--- config.mk ---
export PLATFORM = sky130hd
export DESIGN_NAME = uart_rx_dmareq
export DESIGN_NICKNAME = d
export VERILOG_FILES = /design/src/rtl/uart_rx_pkg.sv /design/src/rtl/uart_rx_baud.sv /design/src/rtl/uart_rx_frame.sv /design/src/rtl/uart_rx_fifo.sv /design/src/rtl/uart_rx_dmareq.sv
export SDC_FILE = /design/constraint.sdc
export NUM_CORES = 1
export LEC_CHECK = 0
export BUFFER_PORTS_ARGS = -buffer_cell sky130_fd_sc_hd__buf_2
export CORE_ASPECT_RATIO = 1.1
export CORE_MARGIN = 2
export CORE_UTILIZATION = 67
export DETAILED_ROUTE_END_ITERATION = 8
export HOLD_SLACK_MARGIN = 0.06
export PLACE_DENSITY = 0.85
export SLEW_MARGIN = 20
export SYNTH_ARGS = -nofsm -noshare
export SYNTH_HDL_FRONTEND = slang
export SYNTH_SLANG_ARGS = --single-unit
--- constraint.sdc ---
create_clock -name clk -period 7.4 [get_ports clk]
set_input_delay 1.11 -clock clk [delete_from_list [all_inputs] [get_ports clk]]
set_output_delay 1.11 -clock clk [all_outputs]
set_load 0.005 [all_outputs]
--- src/rtl/uart_rx_pkg.sv ---
package uart_rx_pkg;
    localparam int CHAR_W = 8;
    localparam int OSR    = 16;
    localparam int OS_W   = $clog2(OSR);

    typedef enum logic [2:0] {
        ST_IDLE,
        ST_START,
        ST_DATA,
        ST_PAR,
        ST_STOP,
        ST_WAITHI
    } rx_st_e;
endpackage

--- src/rtl/uart_rx_baud.sv ---
module uart_rx_baud #(
    parameter int DIV_W = 16
) (
    input  logic             clk,
    input  logic             rst_n,
    input  logic [DIV_W-1:0] div,
    output logic             tick
);
    typedef struct packed {
        logic [DIV_W-1:0] cnt;
    } baud_s;

    baud_s q, d;

    always_comb begin
        d    = q;
        tick = (q.cnt >= div);
        if (tick) d.cnt = '0;
        else      d.cnt = q.cnt + 1'b1;
    end

    always_ff @(posedge clk or negedge rst_n) begin
        if (!rst_n) q <= '0;
        else        q <= d;
    end

    // A non-zero divider never yields ticks on adjacent clocks
    assert_tick_gap_R13: assert property (@(posedge clk) disable iff (!rst_n)
        (tick && div != '0) |=> (!tick || div == '0));
endmodule

--- src/rtl/uart_rx_frame.sv ---
module uart_rx_frame
    import uart_rx_pkg::*;
(
    input  logic              clk,
    input  logic              rst_n,
    input  logic              tick,
    input  logic              rx,
    input  logic [1:0]        cfg_len,
    input  logic              cfg_par_en,
    input  logic              cfg_par_odd,
    input  logic              cfg_two_stop,
    output logic              done,
    output logic [CHAR_W-1:0] dout,
    output logic              perr,
    output logic              ferr,
    output logic              brk
);
    localparam logic [OS_W-1:0] MID  = OS_W'(OSR/2 - 1);
    localparam logic [OS_W-1:0] LAST = OS_W'(OSR - 1);

    typedef struct packed {
        rx_st_e            st;
        logic [OS_W-1:0]   os;
        logic [2:0]        bitn;
        logic [CHAR_W-1:0] sh;
        logic              par;
        logic              allz;
        logic              stop2;
        logic              frm;
        logic              pbad;
        logic              done;
        logic [CHAR_W-1:0] dout;
        logic              o_perr;
        logic              o_frm;
        logic              o_brk;
    } fr_s;

    fr_s q, d;
    logic [2:0] last_idx;
    logic       bad_stop;
    logic       frm_all;
    logic       zero_all;

    assign last_idx = {1'b0, cfg_len} + 3'd4;
    assign bad_stop = !rx;
    assign frm_all  = q.frm | bad_stop;
    assign zero_all = q.allz & bad_stop;

    always_comb begin
        d        = q;
        d.done   = 1'b0;
        d.o_perr = 1'b0;
        d.o_frm  = 1'b0;
        d.o_brk  = 1'b0;
        case (q.st)
            ST_IDLE: begin
                if (!rx) begin
                    d.st = ST_START;
                    d.os = '0;
                end
            end
            ST_START: begin
                if (tick) begin
                    if (q.os == MID) begin
                        if (!rx) begin
                            d.st    = ST_DATA;
                            d.os    = '0;
                            d.bitn  = '0;
                            d.sh    = '0;
                            d.par   = 1'b0;
                            d.allz  = 1'b1;
                            d.stop2 = 1'b0;
                            d.frm   = 1'b0;
                            d.pbad  = 1'b0;
                        end else begin
                            d.st = ST_IDLE;
                        end
                    end else begin
                        d.os = q.os + 1'b1;
                    end
                end
            end
            ST_DATA: begin
                if (tick) begin
                    d.os = q.os + 1'b1;
                    if (q.os == LAST) begin
                        d.sh[q.bitn] = rx;
                        d.par        = q.par ^ rx;
                        d.allz       = q.allz & !rx;
                        d.bitn       = q.bitn + 1'b1;
                        if (q.bitn == last_idx)
                            d.st = cfg_par_en ? ST_PAR : ST_STOP;
                    end
                end
            end
            ST_PAR: begin
                if (tick) begin
                    d.os = q.os + 1'b1;
                    if (q.os == LAST) begin
                        d.pbad = ((q.par ^ rx) != cfg_par_odd);
                        d.allz = q.allz & !rx;
                        d.st   = ST_STOP;
                    end
                end
            end
            ST_STOP: begin
                if (tick) begin
                    d.os = q.os + 1'b1;
                    if (q.os == LAST) begin
                        if (cfg_two_stop && !q.stop2) begin
                            d.stop2 = 1'b1;
                            d.frm   = frm_all;
                            d.allz  = zero_all;
                        end else begin
                            d.done = 1'b1;
                            if (zero_all) begin
                                d.dout  = '0;
                                d.o_brk = 1'b1;
                                d.st    = ST_WAITHI;
                            end else begin
                                d.dout   = q.sh;
                                d.o_perr = q.pbad;
                                d.o_frm  = frm_all;
                                d.st     = frm_all ? ST_WAITHI : ST_IDLE;
                            end
                        end
                    end
                end
            end
            ST_WAITHI: begin
                if (rx) d.st = ST_IDLE;
            end
            default: d.st = ST_IDLE;
        endcase
    end

    always_ff @(posedge clk or negedge rst_n) begin
        if (!rst_n) begin
            q    <= '0;
            q.st <= ST_IDLE;
        end else begin
            q <= d;
        end
    end

    assign done = q.done;
    assign dout = q.dout;
    assign perr = q.o_perr;
    assign ferr = q.o_frm;
    assign brk  = q.o_brk;

    // Entering data collection needs the line low at the start mid-point
    assert_start_mid_R5: assert property (@(posedge clk) disable iff (!rst_n)
        (q.st == ST_DATA && $past(q.st) == ST_START) |-> ($past(rx) == 1'b0));

    // A break is reported alone, with an all-zero character
    assert_brk_alone_R12: assert property (@(posedge clk) disable iff (!rst_n)
        q.o_brk |-> (!q.o_frm && !q.o_perr && q.dout == '0));

    // Error pulses only accompany a finished character
    assert_err_with_char_R3: assert property (@(posedge clk) disable iff (!rst_n)
        (q.o_perr || q.o_frm) |-> q.done);
endmodule

--- src/rtl/uart_rx_fifo.sv ---
module uart_rx_fifo
    import uart_rx_pkg::*;
#(
    parameter int DEPTH = 16
) (
    input  logic                         clk,
    input  logic                         rst_n,
    input  logic                         fifo_en,
    input  logic                         push,
    input  logic [CHAR_W-1:0]            din,
    input  logic                         pop,
    output logic [CHAR_W-1:0]            dout,
    output logic [$clog2(DEPTH+1)-1:0]   count,
    output logic                         overrun
);
    localparam int PTR_W = $clog2(DEPTH);
    localparam int CNT_W = $clog2(DEPTH + 1);

    typedef struct packed {
        logic [DEPTH-1:0][CHAR_W-1:0] mem;
        logic [PTR_W-1:0]             wp;
        logic [PTR_W-1:0]             rp;
        logic [CNT_W-1:0]             cnt;
        logic                         ovr;
    } fifo_s;

    fifo_s q, d;
    logic             do_pop;
    logic             take;
    logic [CNT_W-1:0] cap;
    logic [CNT_W-1:0] left;

    always_comb begin
        d      = q;
        d.ovr  = 1'b0;
        cap    = fifo_en ? CNT_W'(DEPTH) : CNT_W'(1);
        do_pop = pop && (q.cnt != '0);
        left   = q.cnt - CNT_W'(do_pop);
        take   = 1'b0;
        if (push) begin
            if (left < cap) begin
                take          = 1'b1;
                d.mem[q.wp]   = din;
                d.wp          = q.wp + 1'b1;
            end else begin
                d.ovr = 1'b1;
            end
        end
        if (do_pop) d.rp = q.rp + 1'b1;
        d.cnt = left + CNT_W'(take);
    end

    always_ff @(posedge clk or negedge rst_n) begin
        if (!rst_n) q <= '0;
        else        q <= d;
    end

    assign dout    = q.mem[q.rp];
    assign count   = q.cnt;
    assign overrun = q.ovr;

    // Full queue without a read keeps its fill on an incoming character
    assert_no_overflow_R7: assert property (@(posedge clk) disable iff (!rst_n)
        (push && !pop && q.cnt == CNT_W'(DEPTH)) |=> (q.cnt == $past(q.cnt)));

    // Single-slot mode never holds more than one character
    assert_single_slot_R6: assert property (@(posedge clk) disable iff (!rst_n)
        ($past(!fifo_en) && !fifo_en && $past(q.cnt) <= CNT_W'(1)) |-> (q.cnt <= CNT_W'(1)));
endmodule

--- src/rtl/uart_rx_dmareq.sv ---
module uart_rx_dmareq
    import uart_rx_pkg::*;
#(
    parameter int DIV_W      = 16,
    parameter int FIFO_DEPTH = 16,
    parameter int TO_CHARS   = 4
) (
    input  logic              clk,
    input  logic              rst_n,
    input  logic [DIV_W-1:0]  cfg_div,
    input  logic [1:0]        cfg_len,
    input  logic              cfg_par_en,
    input  logic              cfg_par_odd,
    input  logic              cfg_two_stop,
    input  logic              cfg_fifo_en,
    input  logic              cfg_dma_sel,
    input  logic [1:0]        cfg_trig,
    input  logic              rx_serial,
    input  logic              rd_en,
    output logic [CHAR_W-1:0] rd_data,
    output logic              rd_valid,
    output logic              rxrdy_n,
    output logic              rx_timeout,
    output logic              err_parity,
    output logic              err_frame,
    output logic              err_overrun,
    output logic              brk_det
);
    localparam int CNT_W    = $clog2(FIFO_DEPTH + 1);
    localparam int MAX_BITS = 12;
    localparam int TO_W     = $clog2(TO_CHARS * OSR * MAX_BITS + 1);
    localparam logic [CNT_W-1:0] TRIG_A = CNT_W'(1);
    localparam logic [CNT_W-1:0] TRIG_B = CNT_W'(FIFO_DEPTH / 4);
    localparam logic [CNT_W-1:0] TRIG_C = CNT_W'(FIFO_DEPTH / 2);
    localparam logic [CNT_W-1:0] TRIG_D = CNT_W'(FIFO_DEPTH - 2);

    typedef struct packed {
        logic [1:0]      sync;
        logic [TO_W-1:0] to_cnt;
        logic            to_q;
        logic            rdy;
    } top_s;

    top_s q, d;

    logic              tick;
    logic              rx_s;
    logic              f_done;
    logic [CHAR_W-1:0] f_data;
    logic              f_perr;
    logic              f_ferr;
    logic              f_brk;
    logic [CNT_W-1:0]  fill;
    logic              pop;
    logic              batched;
    logic [CNT_W-1:0]  trig_lvl;
    logic [3:0]        fbits;
    logic [TO_W-1:0]   to_limit;

    assign rx_s    = q.sync[1];
    assign pop     = rd_en;
    assign batched = cfg_dma_sel & cfg_fifo_en;

    uart_rx_baud #(.DIV_W(DIV_W)) baud_i (
        .clk  (clk),
        .rst_n(rst_n),
        .div  (cfg_div),
        .tick (tick)
    );

    uart_rx_frame frame_i (
        .clk         (clk),
        .rst_n       (rst_n),
        .tick        (tick),
        .rx          (rx_s),
        .cfg_len     (cfg_len),
        .cfg_par_en  (cfg_par_en),
        .cfg_par_odd (cfg_par_odd),
        .cfg_two_stop(cfg_two_stop),
        .done        (f_done),
        .dout        (f_data),
        .perr        (f_perr),
        .ferr        (f_ferr),
        .brk         (f_brk)
    );

    uart_rx_fifo #(.DEPTH(FIFO_DEPTH)) fifo_i (
        .clk    (clk),
        .rst_n  (rst_n),
        .fifo_en(cfg_fifo_en),
        .push   (f_done),
        .din    (f_data),
        .pop    (pop),
        .dout   (rd_data),
        .count  (fill),
        .overrun(err_overrun)
    );

    always_comb begin
        case (cfg_trig)
            2'd0:    trig_lvl = TRIG_A;
            2'd1:    trig_lvl = TRIG_B;
            2'd2:    trig_lvl = TRIG_C;
            default: trig_lvl = TRIG_D;
        endcase
        fbits    = 4'd6 + {2'b00, cfg_len} + {3'b000, cfg_par_en} + (cfg_two_stop ? 4'd2 : 4'd1);
        to_limit = TO_W'(TO_CHARS * OSR) * TO_W'(fbits);
    end

    always_comb begin
        d      = q;
        d.sync = {q.sync[0], rx_serial};
        if (fill == '0 || f_done || pop) begin
            d.to_cnt = '0;
            d.to_q   = 1'b0;
        end else if (tick && !q.to_q) begin
            if (q.to_cnt == to_limit - 1'b1) d.to_q = 1'b1;
            else                             d.to_cnt = q.to_cnt + 1'b1;
        end
        if (batched) begin
            if (q.rdy) d.rdy = (fill != '0);
            else       d.rdy = (fill >= trig_lvl) || q.to_q;
        end else begin
            d.rdy = (fill != '0);
        end
    end

    always_ff @(posedge clk or negedge rst_n) begin
        if (!rst_n) begin
            q      <= '0;
            q.sync <= 2'b11;
        end else begin
            q <= d;
        end
    end

    assign rd_valid   = (fill != '0);
    assign rxrdy_n    = !q.rdy;
    assign rx_timeout = q.to_q;
    assign err_parity = f_perr;
    assign err_frame  = f_ferr;
    assign brk_det    = f_brk;

    // Simple behaviour: request follows the previous cycle's occupancy
    assert_simple_req_R8: assert property (@(posedge clk) disable iff (!rst_n)
        (!batched && $past(!batched)) |-> (q.rdy == ($past(fill) != '0)));

    // Batched behaviour: request held while anything remains
    assert_hold_until_empty_R11: assert property (@(posedge clk) disable iff (!rst_n)
        (batched && $past(batched) && $past(q.rdy) && $past(fill) != '0) |-> q.rdy);

    // A pending timeout implies held data
    assert_timeout_nonempty_R10: assert property (@(posedge clk) disable iff (!rst_n)
        q.to_q |-> (fill != '0));
endmodule

==> run metrics, run 1 <==
post-layout min period=4230 ps; CTS tree=built; vias per std cell=6.50; Syn Inst Count=863; DR WL/cell=21.4 um; max-cap violation count=0; drt total wl=about 24,000 um; status=completed; synthesis-stage register bit count=207; WHS=358 ps; first drt pass iteration count=5; sequential power share=43.3%; floorplan core area=0.0155 mm2; vias in the first global route=7,430; commonest non-fill, non-tap cell in the layout=dfrtp_1; Area growth syn-to-layout=10.5%; RSZ-0062 raised after global routing=false; num ports=between 40 and 50; endpoints failing setup=0; Die Y=135 um; Die Area=0.0167 mm2; Most Frequent Cell on Critical Path=ha_1; CP bufs+invs=0; Cell variety after synth=56; top_reg_cell synth=dfrtp_1; setup bufs post-CTS=0; Post-DRT Antenna Nets=0; CTS max path bufs=3; first-pass GRT wire length=38,000 um; Num CTS Buffers=22; YS warnings=0; CP delay by family, top=simple AND/OR/NAND/NOR gates; final hold vios=0; final clock skew=between 10 and 15 ps; sw frac=between 30 and 40%; Clk pwr share=35.1%; Gate power share=a little over a fifth; Skew-Pair Late Insertion Delay=500 ps; Max H-tree Level=1; net switching power=948 uW; initial antenna violation count=0; LEAKAGE=~0.0056 uW; Worst Path Max Fanout=22; IO Port Bufs=43; pwr dens=267 mW/mm2; detailed placement HPWL=15,500 um; routability cong.=0.917; Slew Limit Fails=0; CP max stage delay=620 ps; CP startpoint kind=flop; Slew @ Worst Pin=993 ps; cells along the critical path=nor2_1, nor4b_1, nor2b_1, ha_1, ha_1, nand2_1, xnor2_1, ha_1, o41ai_1, and3_1, nand3_1, mux2_2; Iteration-0 DRC Markers=580; num rows=48; Worst EP arrival=4620 ps; nets=953; fmax=236 MHz; routed via count=7,155; largest net degree at the start of global routing=roughly 130; P_int=2150 uW; final worst path period share=57.2%; Worst Path Required=7780 ps; CTS Root Cell=clkbuf_16; Slowest cell on crit path=and3_1; share of cells above drive strength 1=29.6%; clock sink count=207; Setup crit end kind=flop; post-synthesis sequential area ratio=49.3%; Synth async-reset ratio=100%; Setup CP Type=flop to flop; GRT overflow=0; VDD IR-drop max=between 0.2 and 0.3 mV; Synthesized Nets=931; initial core utilization=around two thirds; Hold WC Path Type=flop to flop; chip width=123 um; average size of a mapped cell=about 12 um2; Post-synth EDFFs=0; Post-CTS Resized=0; Post-route DRC=0; Total GRT Usage=29.0%; CTS clk-pin slew, worst paths=60 ps; Mapped Area=0.0105 mm2; Rel. slew slack=between 30% and 40%; CTS Hold Bufs=0; diode count=0; final setup TNS=0 ps; commonest non-fill, non-tap cells in the layout=204 x dfrtp_1, 132 x mux2_2, 46 x inv_1
[metrics by stage]
step,setup slack (ps),cells,utilization [%],total power [uW],instance area (um2)
finish,3170,1100,74.9,3100,11600
global route,2810,1100,74.9,3250,11600
CTS,3210,1098,74.5,3110,11500
detailed placement,2990,1059,69.8,2010,10800
global placement,3210,1059,69.8,1970,10800
floorplan,3560,863,-,1830,10500
[power by group through the flow]
| stage | registers, uW | clock network [uW] | logic, uW |
|---|---|---|---|
| after floorplan | 1280 | 0 | 548 |
| after global placement | 1350 | 0 | 617 |
| after CTS | 1340 | 1100 | 667 |
| after global routing | 1350 | 1150 | 746 |
| final | 1340 | 1090 | 667 |
| after detailed placement | 1360 | 0 | 655 |
[registers in the layout, summed over array words and instances (netlist names)]
| signal | flops |
|---|---|
| frame_i.brk | 1 |
| baud_i.q | 16 |
| d | 1 |
| q | 12 |
| fifo_i.count | 5 |
| frame_i.done | 1 |
| frame_i.ferr | 1 |
| fifo_i.overrun | 1 |
| frame_i.q | 23 |
| frame_i.perr | 1 |
| frame_i.dout | 8 |
| rx_timeout | 1 |
| fifo_i.q | 136 |
[worst paths after layout]
kind / start / to / slack, ps / depth (start not counted)
min: d[13]$_DFF_PN1_ / q[13]$_DFF_PN1_ / 360 / 0
max: fifo_i.count[3]$_DFF_PN0_ / fifo_i.q[20]$_DFFE_PN0P_ / 3170 / 12
max reg2reg: fifo_i.count[3]$_DFF_PN0_ / fifo_i.q[20]$_DFFE_PN0P_ / 3170 / 12
min in group asynchronous: rst_n / fifo_i.q[7]$_DFFE_PN0P_ / 580 / 1
max in group asynchronous: rst_n / q[13]$_DFF_PN1_ / 5350 / 4
min reg2reg: d[13]$_DFF_PN1_ / q[13]$_DFF_PN1_ / 360 / 0
[kinds of logic after synthesis]
logic type,after synthesis,share of synthesized area [%]
mux,177,23.2
fa+ha+maj,39,4.72
flops,207,49.3
buf+inv,98,3.53
compound gates,116,6.96
simple gates,188,9.09
xor+xnor,38,3.17
[Yosys cell counts (16+ instances only)]
cell	instances	share of area [%]
o21ai_0	35	1.7
nand2_1	44	1.6
mux4_2	40	8.6
xnor2_1	22	1.8
clkbuf_1	45	1.6
and3_1	19	1.1
ha_1	38	4.5
nor2_1	45	1.6
a21oi_1	31	1.5
mux2_2	132	14
inv_1	46	1.6
dfrtp_1	205	49
xor2_1	16	1.3
nand3_1	23	1.1
[layer usage]
metal,up-vias,track usage (%),part of all wire (%)
met5,-,0,0
met4,0,10.7,3.6
met3,67,4.29,5.1
met2,258,51.4,52
met1,3680,35.9,39
li1,3150,-,-
[area by class of cell]
type,count,area [um2]
inverter,46,173
tap,200,250
timing repair buffer,50,317
fill,935,3890
clock inverter,4,28.8
clock buffer,35,701
multi-input combinational,558,4950
sequential,207,5180
[worst register-to-register path, stage by stage (launching register included)]
cell	delay, ps
dfrtp_1	410
nor2_1	180
nor4b_1	530
nor2b_1	240
ha_1	270
ha_1	210
nand2_1	80
xnor2_1	180
ha_1	310
o41ai_1	90
and3_1	620
nand3_1	560
mux2_2	450
(Power assumes the default switching activity.)
==> run 2: changes to the inputs <==
Settings changed: CORE_UTILIZATION 67 to 62, PLACE_DENSITY 0.85 to 0.79.
Clock period 7.4 ns to 3.9 ns, I/O delays scaled along.
==> run metrics, run 2 (synthesis results as in run 1) <==
status=completed; Die Area=0.0180 mm2; final clock skew=6.48 ps; WHS=between 150 and 200 ps; routability cong.=0.858; post-layout min period=3590 ps; Worst Path Required=4280 ps; DR WL/cell=20.1 um; diode count=0; largest net degree at the start of global routing=between 100 and 150; pre-CTS WS=149 ps; endpoints failing setup=0; Die Y=141 um; top flop regs=fifo_i.q (136), frame_i.q (23), baud_i.q (16); Post-route DRC=0; chip width=approximately 130 um; Slew Limit Fails=0; initial core utilization=a little under two thirds; num rows=slightly below 50; IO Port Bufs=43; initial antenna violation count=0; CTS max path bufs=3; Skew-Pair Late Insertion Delay=500 ps; Worst EP arrival=3970 ps; routed via count=6,911; nets=957; Pwr Total=about 5900 uW; Slew @ Worst Pin=918 ps; setup ws final=between 300 and 400 ps; Rel. slew slack=38.8%; pwr dens=506 mW/mm2; vias per std cell=6.25; CTS clk-pin slew, worst paths=60 ps; first-pass GRT wire length=~37,000 um; sequential power share=43.5%; Post-DRT Antenna Nets=0; Clk pwr share=35.2%; vias in the first global route=7,447; final hold vios=0; net switching power=1770 uW; Iteration-0 DRC Markers=409; commonest non-fill, non-tap cells in the layout=204 x dfrtp_1, 132 x mux2_2, 46 x inv_1; Max H-tree Level=1; Most Frequent Cell on Critical Path=ha_1; cells along the critical path=nor2_1, nor4b_1, nor2b_1, ha_1, ha_1, xor2_1, o41ai_1, and3_2, and3_1, mux2_2; Setup CP Type=flop to flop; Gate power share=21.3%; Num CTS Buffers=21; sw frac=30.1%; Setup crit end kind=flop; Hold WC Path Type=primary input to flop; share of cells above drive strength 1=31.2%; commonest non-fill, non-tap cell in the layout=dfrtp_1; CP max stage delay=460 ps; GRT overflow=0; CTS tree=built; LEAKAGE=roughly 0.0056 uW; Total GRT Usage=25.9%; RSZ-0062 raised after global routing=false; fill count=1,172; drt total wl=between 20,000 and 25,000 um; setup bufs post-CTS=0; Slowest cell on crit path=and3_1; Area growth syn-to-layout=10.6%; final worst path period share=92.1%; VDD IR-drop max=approximately 0.47 mV; fmax=around 280 MHz; CP startpoint kind=flop; CTS Root Cell=clkbuf_16; detailed placement HPWL=15,400 um; final setup TNS=0 ps; P_int=4110 uW; floorplan core area=0.0165 mm2; register with the most flip-flops=fifo_i.q; max reg flops=136; max-cap violation count=0; first drt pass iteration count=5; clock sink count=207; num ports=44; Worst Path Max Fanout=17
## run 2: stage by stage
step	cells	util [%]	instance area [um2]
final	1106	70.5	11600
after global routing	1106	70.5	11600
after CTS	1106	70.4	11600
after detailed placement	1070	66.1	10900
after global placement	1070	66.1	10900
after floorplan	863	-	10500
## run 2: worst paths after layout
path / slack (ps) / depth (start not counted) / to / start
max: 310 / 10 / fifo_i.q[65]$_DFFE_PN0P_ / fifo_i.count[2]$_DFF_PN0_
min: 190 / 1 / d[13]$_DFF_PN1_ / rx_serial
max reg2reg: 310 / 10 / fifo_i.q[65]$_DFFE_PN0P_ / fifo_i.count[2]$_DFF_PN0_
min reg2reg: 360 / 0 / q[13]$_DFF_PN1_ / d[13]$_DFF_PN1_
max in group asynchronous: 2670 / 2 / d[13]$_DFF_PN1_ / rst_n
min in group asynchronous: 220 / 1 / fifo_i.q[9]$_DFFE_PN0P_ / rst_n
## run 2: power by group through the flow
stage               clock, uW  combinational (uW)  sequential (uW)
floorplan                   0                1040             2430
global placement            0                1200             2580
detailed placement          0                1260             2590
CTS                      2100                1270             2550
global route             2190                1420             2580
finish                   2070                1250             2550
## run 2: worst max-delay path, delay by kind of cell, from the launching register on
family                     cells  cell delay [ps]
and+or+nand+nor                5             1570
adders and majority gates      2              460
DFF                            1              430
AOI/OAI and AO/OA              1              400
muxes                          1              390
xor gates and xnor gates       1              210
## run 2: cell type report
class / instances / area, um2 / area share [%]
flip-flops and latches: 207 / 5180 / 44.6
multi-input cells: 558 / 4960 / 42.7
inverters: 46 / 173 / 1.49
clock buffers: 26 / 574 / 4.94
repair buffers: 55 / 339 / 2.92
clock inverters: 10 / 130 / 1.12
well taps: 204 / 255 / 2.20
## run 2: what timing repair did
action                                 4_1_cts  5_1_grt
gates resized for setup                      0       11
endpoints found under the hold margin        0        0
setup endpoints to repair                    0      130
hold buffers                                 0        0
## run 2: routing by layer
metal	wire length (um)	part of all wire (%)	global-route usage (%)	vias to the layer above
met5	0	0	0	-
li1	-	-	-	3166
met2	11700	53	46.5	164
met1	8890	40	32.0	3527
met4	769	3.5	9.77	0
met3	837	3.8	3.25	54
